===== config.mk =====
export PLATFORM = sky130hd
export DESIGN_NAME = gpio_port
export DESIGN_NICKNAME = d
export VERILOG_FILES = /design/src/rtl/gpio_pkg.sv /design/src/rtl/gpio_out_regs.sv /design/src/rtl/gpio_in_sync.sv /design/src/rtl/gpio_pad_ctrl.sv /design/src/rtl/gpio_port.sv
export SDC_FILE = /design/constraint.sdc
export NUM_CORES = 1
export LEC_CHECK = 0
export CELL_PAD_IN_SITES_DETAIL_PLACEMENT = 1
export CELL_PAD_IN_SITES_GLOBAL_PLACEMENT = 1
export CORE_ASPECT_RATIO = 0.75
export CORE_MARGIN = 1
export CORE_UTILIZATION = 30
export CTS_CLUSTER_DIAMETER = 100
export DETAILED_ROUTE_END_ITERATION = 7
export PLACE_DENSITY_LB_ADDON = 0.2
export SKIP_CTS_REPAIR_TIMING = 1
export SLEW_MARGIN = 10
export SYNTH_ARGS = -nofsm -noshare
export SYNTH_HDL_FRONTEND = slang
export SYNTH_SLANG_ARGS = --single-unit
export TNS_END_PERCENT = 1

===== constraint.sdc =====
create_clock -name clk -period 2.08 [get_ports clk]
set_input_delay 0.416 -clock clk [delete_from_list [all_inputs] [get_ports clk]]
set_output_delay 0.416 -clock clk [all_outputs]
set_load 0.01 [all_outputs]

===== src/rtl/gpio_pkg.sv =====
package gpio_pkg;
    localparam int ADDR_W = 4;

    typedef enum logic [ADDR_W-1:0] {
        A_SET = 4'h0,
        A_CLR = 4'h1,
        A_OUT = 4'h2,
        A_PIN = 4'h3,
        A_DIR = 4'h4,
        A_ODM = 4'h5
    } reg_addr_e;
endpackage


===== src/rtl/gpio_out_regs.sv =====
module gpio_out_regs
    import gpio_pkg::*;
#(
    parameter int N = 32
) (
    input  logic              clk,
    input  logic              rst_n,
    input  logic              bus_wr,
    input  logic [ADDR_W-1:0] bus_addr,
    input  logic [N-1:0]      bus_wdata,
    input  logic              tp_wr,
    input  logic [N-1:0]      tp_set,
    input  logic [N-1:0]      tp_clr,
    output logic [N-1:0]      out_q,
    output logic [N-1:0]      dir_q,
    output logic [N-1:0]      od_q
);
    logic [N-1:0] set_w, clr_w;

    always_comb begin
        set_w = tp_wr ? tp_set : '0;
        clr_w = tp_wr ? tp_clr : '0;
        if (bus_wr && bus_addr == A_SET) set_w = set_w | bus_wdata;
        if (bus_wr && bus_addr == A_CLR) clr_w = clr_w | bus_wdata;
    end

    always_ff @(posedge clk or negedge rst_n) begin
        if (!rst_n) begin
            out_q <= '0;
            dir_q <= '0;
            od_q  <= '0;
        end else begin
            out_q <= (out_q | set_w) & ~clr_w;
            if (bus_wr && bus_addr == A_DIR) dir_q <= bus_wdata;
            if (bus_wr && bus_addr == A_ODM) od_q  <= bus_wdata;
        end
    end


    set_bits_chk: assert property (@(posedge clk) disable iff (!rst_n)
        ((set_w & ~clr_w) != '0) |=> ((out_q & $past(set_w & ~clr_w)) == $past(set_w & ~clr_w)));


    clr_bits_chk: assert property (@(posedge clk) disable iff (!rst_n)
        (clr_w != '0) |=> ((out_q & $past(clr_w)) == '0));


    untouched_bits_chk: assert property (@(posedge clk) disable iff (!rst_n)
        1'b1 |=> (((out_q ^ $past(out_q)) & ~$past(set_w | clr_w)) == '0));
endmodule


===== src/rtl/gpio_in_sync.sv =====
module gpio_in_sync #(
    parameter int N      = 32,
    parameter int STAGES = 2
) (
    input  logic         clk,
    input  logic         rst_n,
    input  logic         clk_en,
    input  logic [N-1:0] pad_in,
    output logic [N-1:0] pin_q
);
    logic [N-1:0] stg [STAGES];

    always_ff @(posedge clk or negedge rst_n) begin
        if (!rst_n)      stg[0] <= '0;
        else if (clk_en) stg[0] <= pad_in;
    end

    for (genvar k = 1; k < STAGES; k++) begin : g_stage
        always_ff @(posedge clk or negedge rst_n) begin
            if (!rst_n)      stg[k] <= '0;
            else if (clk_en) stg[k] <= stg[k-1];
        end
    end

    assign pin_q = stg[STAGES-1];


    pin_freeze_chk: assert property (@(posedge clk) disable iff (!rst_n)
        !clk_en |=> $stable(pin_q));
endmodule


===== src/rtl/gpio_pad_ctrl.sv =====
module gpio_pad_ctrl #(
    parameter int N = 32
) (
    input  logic [N-1:0] out_q,
    input  logic [N-1:0] dir_q,
    input  logic [N-1:0] od_q,
    output logic [N-1:0] pad_do,
    output logic [N-1:0] pad_oe
);
    for (genvar i = 0; i < N; i++) begin : g_line
        always_comb begin
            if (od_q[i]) begin
                pad_do[i] = 1'b0;
                pad_oe[i] = dir_q[i] & ~out_q[i];
            end else begin
                pad_do[i] = out_q[i];
                pad_oe[i] = dir_q[i];
            end
        end
    end
endmodule


===== src/rtl/gpio_port.sv =====
module gpio_port
    import gpio_pkg::*;
#(
    parameter int N      = 32,
    parameter int STAGES = 2
) (
    input  logic              clk,
    input  logic              rst_n,
    input  logic              clk_en,
    input  logic              bus_wr,
    input  logic [ADDR_W-1:0] bus_addr,
    input  logic [N-1:0]      bus_wdata,
    output logic [N-1:0]      bus_rdata,
    input  logic              tp_wr,
    input  logic [N-1:0]      tp_set,
    input  logic [N-1:0]      tp_clr,
    input  logic [N-1:0]      pad_in,
    output logic [N-1:0]      pad_do,
    output logic [N-1:0]      pad_oe
);
    logic [N-1:0] out_q, dir_q, od_q, pin_q, rd_mux;

    gpio_out_regs #(.N(N)) u_regs (
        .clk(clk), .rst_n(rst_n), .bus_wr(bus_wr), .bus_addr(bus_addr),
        .bus_wdata(bus_wdata), .tp_wr(tp_wr), .tp_set(tp_set), .tp_clr(tp_clr),
        .out_q(out_q), .dir_q(dir_q), .od_q(od_q)
    );

    gpio_in_sync #(.N(N), .STAGES(STAGES)) u_sync (
        .clk(clk), .rst_n(rst_n), .clk_en(clk_en), .pad_in(pad_in), .pin_q(pin_q)
    );

    gpio_pad_ctrl #(.N(N)) u_pad (
        .out_q(out_q), .dir_q(dir_q), .od_q(od_q), .pad_do(pad_do), .pad_oe(pad_oe)
    );

    always_comb begin
        case (bus_addr)
            A_OUT:   rd_mux = out_q;
            A_PIN:   rd_mux = pin_q;
            A_DIR:   rd_mux = dir_q;
            A_ODM:   rd_mux = od_q;
            default: rd_mux = '0;
        endcase
    end

    always_ff @(posedge clk or negedge rst_n) begin
        if (!rst_n) bus_rdata <= '0;
        else        bus_rdata <= rd_mux;
    end


    read_out_chk: assert property (@(posedge clk) disable iff (!rst_n)
        (bus_addr == A_OUT) |=> (bus_rdata == $past(out_q)));


    od_never_high_chk: assert property (@(posedge clk) disable iff (!rst_n)
        ((pad_oe & pad_do & od_q) == '0));


    pp_enable_chk: assert property (@(posedge clk) disable iff (!rst_n)
        ((pad_oe & ~od_q) == (dir_q & ~od_q)));
endmodule


Word-level counts from Yosys, hierarchy flattened
Index checks and enable logic that the tools add are counted.
{"block": "word_totals", "reg_bits": 192}
{"block": "op_classes", "n_eq_ne": 5, "mux": 69, "bitwise": 69, "reduce_logical": 5}
{"cell": "two-way mux 32 bit", "n": 4}
{"cell": "one-hot mux 32 bit (4 select lines)", "n": 1}
{"cell": "OR 32 bit", "n": 3}
{"cell": "two-way mux 1 bit", "n": 64}
{"cell": "bitwise AND 1 bit", "n": 32}
{"cell": "bitwise AND 32 bit", "n": 1}
{"cell": "NOT 1 bit", "n": 32}
{"cell": "NOT 32 bit", "n": 1}
{"cell": "equality test 4 x 2 -> 1 bit, second input constant", "n": 2}
{"cell": "equality test 4 x 3 -> 1 bit, second input constant", "n": 2}
{"cell": "equality test 4 x 1 -> 1 bit, second input constant", "n": 1}
{"cell": "logical AND 1 bit", "n": 4}
{"cell": "logical NOT 4 bit", "n": 1}

Logic depth before layout (Yosys ltp)
{"block": "logic_depth", "depth_word": 5, "mapped_depth": 5, "depth_no_buf": 3}

Hierarchy
From an unflattened synthesis, not the netlist that was laid out.
{"block": "unflattened", "hier_cells": 661, "area_unflattened_um2": 9202.6}
{"module": "gpio_out_regs", "instances": 1, "cells_each": 285, "area_per_inst_um2": 3991.3, "seq_area_each_um2": 2402.3}
{"module": "gpio_in_sync", "instances": 1, "cells_each": 167, "area_per_inst_um2": 2919.0, "seq_area_each_um2": 1601.5}
{"module": "gpio_port", "instances": 1, "cells_each": 145, "area_per_inst_um2": 1771.7, "seq_area_each_um2": 800.8}
{"module": "gpio_pad_ctrl", "instances": 1, "cells_each": 64, "area_per_inst_um2": 520.5, "seq_area_each_um2": 0.0}

Least setup slack after synthesis
No wires, ideal clock.
{"block": "synth_path", "path_type": "input to register", "from": "input bus_addr[3]", "to": "register u_regs.od_q[2]", "setup_ns": 0.125, "t_arrival_ns": 1.460, "required_ns": 1.955, "setup_slack_ns": 0.495, "stages": 4, "cell_sequence": "nand3b_1 > nor3b_4 > buf_6 > mux2_2"}
{"block": "synth_between", "elab_chain_len": 2}
{"element": "start, declared", "line_no": "gpio_port.sv:11", "source": "input logic [ADDR_W-1:0] bus_addr,"}
{"element": "equality test 4 x 3 -> 1 bit", "line_no": "gpio_out_regs.sv:35", "source": "if (bus_wr && bus_addr == A_ODM) od_q <= bus_wdata;"}
{"element": "logical AND 1 bit", "line_no": "gpio_out_regs.sv:35"}
{"element": "end signal, assigned", "line_no": "gpio_out_regs.sv:35"}
{"element": "end, declared", "line_no": "gpio_out_regs.sv:16", "source": "output logic [N-1:0] od_q"}
Every way passes these cells.
A chain may end at the register's enable or synchronous reset.

Worst setup path after layout
{"block": "layout_path", "from": "register u_regs.out_q[12]", "to": "output pad_oe[12]"}
{"block": "layout_between", "elab_chain_len": 3}
{"element": "start, declared", "line_no": "gpio_out_regs.sv:14", "source": "output logic [N-1:0] out_q,"}
{"element": "start signal, assigned", "line_no": "gpio_out_regs.sv:33", "source": "out_q <= (out_q | set_w) & ~clr_w;"}
{"element": "NOT 1 bit", "line_no": "gpio_pad_ctrl.sv:14", "source": "pad_oe[i] = dir_q[i] & ~out_q[i];"}
{"element": "bitwise AND 1 bit", "line_no": "gpio_pad_ctrl.sv:14"}
{"element": "two-way mux 1 bit", "line_no": "gpio_pad_ctrl.sv:12", "source": "if (od_q[i]) begin"}
{"element": "end, declared", "line_no": "gpio_port.sv:19", "source": "output logic [N-1:0] pad_oe"}
Every way passes these cells.

==> metrics list <==
- Share of synthesized flip-flops with an asynchronous set or reset: 100.0%
- Seq/Total Area, Yosys: 57.09%
- Slowest cell on the critical path: sky130_fd_sc_hd__clkdlybuf4s50_1
* Count of input and output buffers: about 230
- The die is roughly 150 µm tall.
* Achievable frequency: slightly below 500 MHz
- Most repeated cell in the gate-level netlist after synthesis: sky130_fd_sc_hd__dfrtp_1
* Total CTS buffers: 17
- The detailed router finished its first iteration with roughly 310 violations.
- Number of nets in the finished design: between 1000 and 1500
- In this run, synthesis inferred 0 flip-flops with an integrated enable.
* Crit path capture type: output port
- Vias after detailed routing: about 6400
- Global Route met1 Usage: between 20% and 30%
- Global routing finished with a remaining overflow of 0.
- At the worst endpoint, the required time is between 1.5 and 2 ns.
* Worst Skew: between 0.01 and 0.015 ns
- Once layout is done, the placed cells without fillers occupy 12090 µm².
- Leaving out filler cells and counting taps, the final layout contains 1231.
* First-pass DRT Iterations: 6
* Worst reg2reg startpoint: u_regs.od_q[10]$_DFFE_PN0P_
- Detailed placement finished with a half-perimeter wire length of about 19 mm.
- Max-slew violation total from the final report: 0
- The initial utilization of the core area, before any placement, comes to between 30 and 40%.
- Leading cell types by total area after synthesis: sky130_fd_sc_hd__dfrtp_1 (57%), sky130_fd_sc_hd__mux2_2 (16%), sky130_fd_sc_hd__a221o_1 (3.8%)
- Synth warn: 0
- Clock latency on the worst-skew pair: between 0.4 and 0.5 ns
- The most used flip-flop cell after synthesis is sky130_fd_sc_hd__dfrtp_1.
- Walking the worst path, the cells encountered are a21boi_2 -> clkdlybuf4s50_1.
- Entering global routing, the biggest net connects 72 pins.
- Via count of the first global-routing pass: 7022
* Final WL: 27.33 mm
* Power Density: between 800 and 900 nW/µm²
- The run finished, with violations left.
* Count of mapped cells out of synthesis: between 600 and 700
* Global Route met2 Usage: approximately a third
- After detailed placement, the total cell area comes to 11380 µm².
- Worst IR drop on VDD: 0.5315 mV
- In this run the standard cell core region covers 27260 µm².
- Counting every net in the synthesized netlist gives 767.
- Mean Syn Cell Area: roughly 13 µm²
* Buffering stage count on the worst path with inverters included: 1
- Fillers: ~2800
- First-pass GRT wire length: 42.54 mm
* Clock root buffer: sky130_fd_sc_hd__clkbuf_16
- Global Route met3 Usage: 5.579%
- Max-cap violations in this run came to 0.
- In this run, synthesis produced a sequential element count of around 190.
- Static leakage: about 5.4 nW
* Maximum clock insertion buffer count: 2
- The number of antenna violations at the first check in global routing was 1.
- In the routed design, unresolved DRC markers number 0.
* Final weighted congestion in routability-driven placement: approximately 0.79
* Sink Count: around 190
- sky130_fd_sc_hd__dfrtp_1 takes more of the synthesized area than any other cell.
- Hold/Removal Path Class: in -> async
- In this run the horizontal extent of the chip is roughly 200 µm.
* Worst-path maximum fanout: 4
* Clock period minus final worst setup slack: 2.036 ns
- The number of hold violations in the final report came to 10.
- Peak per-stage delay on the critical path: about 0.56 ns
- Worst reg2reg path endpoint: bus_rdata[10]$_DFF_PN0_
- The checks that failed: negative hold slack.
- The worst setup path is launched from a register.
- Number of failing setup endpoints in the final timing report: 0
* Worst hold slack: -0.01080 ns
- Summing every instance area after synthesis gives between 8000 and 9000 µm².
* Number of H-tree levels: 4
* Site Rows: 52
- Summing all flip-flop and latch instances after layout gives slightly below 5000 µm².
- The detail route stage leaves a number of antenna-violating nets equal to 0.
- TritonCTS clock tree: built
* Util after Layout: ~44%
- In this run the biggest area consumer among cell types represents between 50% and 60% of the synthesized area.
* Number of cells in the design after placement: 1199
- The commonest cells after synthesis are sky130_fd_sc_hd__dfrtp_1 (192), sky130_fd_sc_hd__mux2_2 (121), sky130_fd_sc_hd__nor2_1 (33).
* Worst-path clk slew: ~0.08 ns
* Full die area: 28730 µm²
* Count of different cell masters after synthesis: 25
- Power comes to around 10 mW.
- Across all register-to-register paths, the minimum setup slack is 0.98 ns.
- For the pin with the worst max-slew slack, the measured transition is 0.6587 ns.
- Number of cells traversed by the worst register-to-register path: 3
- In the final layout, the multi-input gates occupy 3436 µm².
- On the critical path the largest part of the delay comes from buffers and inverters.
- Average via count per standard cell: about 5.2
* RSZ-0062 raised after global routing: true
- Slew HR: a little under three fifths
* Share of post-route cells with drive strength above 1: between 20% and 30%
- Most Used Layer, Global Route: met2
- Average wire per cell in the routed design: 22.20 µm
- Area delta synth->final: 43.65%
* Total GRT Usage: between 10% and 20%
- Pin placement for this block handled about 230 I/O pins.
- The worst path uses 97.90% of the clock period.
* Start-to-end type of the worst setup path: reg -> out
* Worst path arrival time: between 1.5 and 2 ns
==> worst reg2reg max path: cells and delay by family (launching register included) <==
family	cells	cell delay, ns
multiplexers	1	0.20
flip-flops	1	0.43
AO/OA/AOI/OAI	1	0.27
AND/OR/NAND/NOR	1	0.07
==> layout by cell type (no fill, tap or decap), drive strengths merged, types with 2 or more instances in the layout <==
master,instances
a21boi,32
a21oi,32
a221o,32
a222oi,32
buf,33
bufinv,2
clkbuf,18
clkdlybuf4s50,193
clkinv,2
dfrtp,192
dlymetal6s2s,35
inv,10
mux2,128
mux2i,32
nand3,32
nor2,33
nor2b,32
nor3,2
nor3b,2
==> report_power, final <==
part / switching (mW) / internal [mW]
Sequential: 0.480 / 4.30
Clock: 1.55 / 1.81
Combinational: 0.931 / 1.39
Total: 2.96 / 7.51
==> how the worst max path moves through the flow <==
stage                                            from                           to  slack (ns)  depth (start not counted)
final                      u_regs.out_q[12]$_DFF_PN0_                   pad_oe[12]        0.04                          2
after global routing      u_regs.od_q[10]$_DFFE_PN0P_                   pad_oe[10]       -0.01                          2
after global placement                    bus_addr[3]  u_regs.od_q[18]$_DFFE_PN0P_       -0.09                          5
after CTS                  u_regs.out_q[29]$_DFF_PN0_                   pad_oe[29]       -0.17                          2
after floorplan                           bus_addr[3]   u_regs.od_q[2]$_DFFE_PN0P_        0.49                          4
after detailed placement                  bus_addr[3]  u_regs.od_q[12]$_DFFE_PN0P_       -0.12                          5
==> state kept, by name (all words and copies together), names as in the netlist <==
name,flops
bus_rdata,32
u_regs.od_q,32
u_sync.stg,32
u_regs.dir_q,32
u_regs.out_q,32
u_sync.pin_q,32
==> metrics by stage <==
step	setup slack (ns)	setup TNS, ns
after floorplan	0.4947	0
after global placement	-0.08949	-2.981
after detailed placement	-0.1154	-4.534
after CTS	-0.1712	-1.748
after global routing	-0.01345	-0.02228
final	0.04366	0
==> area by class of cell <==
cell class | instances | area share [%]
multi-input combinational | 394 | 28.42
tap | 351 | 3.633
sequential | 192 | 39.74
clock inverter | 14 | 1.387
antenna | 1 | 0.02070
timing repair buffer | 262 | 23.28
clock buffer | 17 | 3.519
==> routing by layer <==
layer / vias up / part of all wire (%)
met4: 0 / 1.4
li1: 2854 / -
met3: 26 / 6.1
met1: 3310 / 45
met2: 177 / 48
met5: - / 0
==> logic make-up (layout without fill, tap and decap cells) <==
kind of cell | Yosys count | count (layout) | share of synthesized area (%)
AO/OA/AOI/OAI | 128 | 128 | 12.37
buffers and inverters | 44 | 293 | 2.780
flip-flops | 192 | 192 | 57.09
multiplexers | 160 | 160 | 20.93
other | 0 | 1 | 0
AND/OR/NAND/NOR | 106 | 106 | 6.824
(Power assumes the default switching activity.)
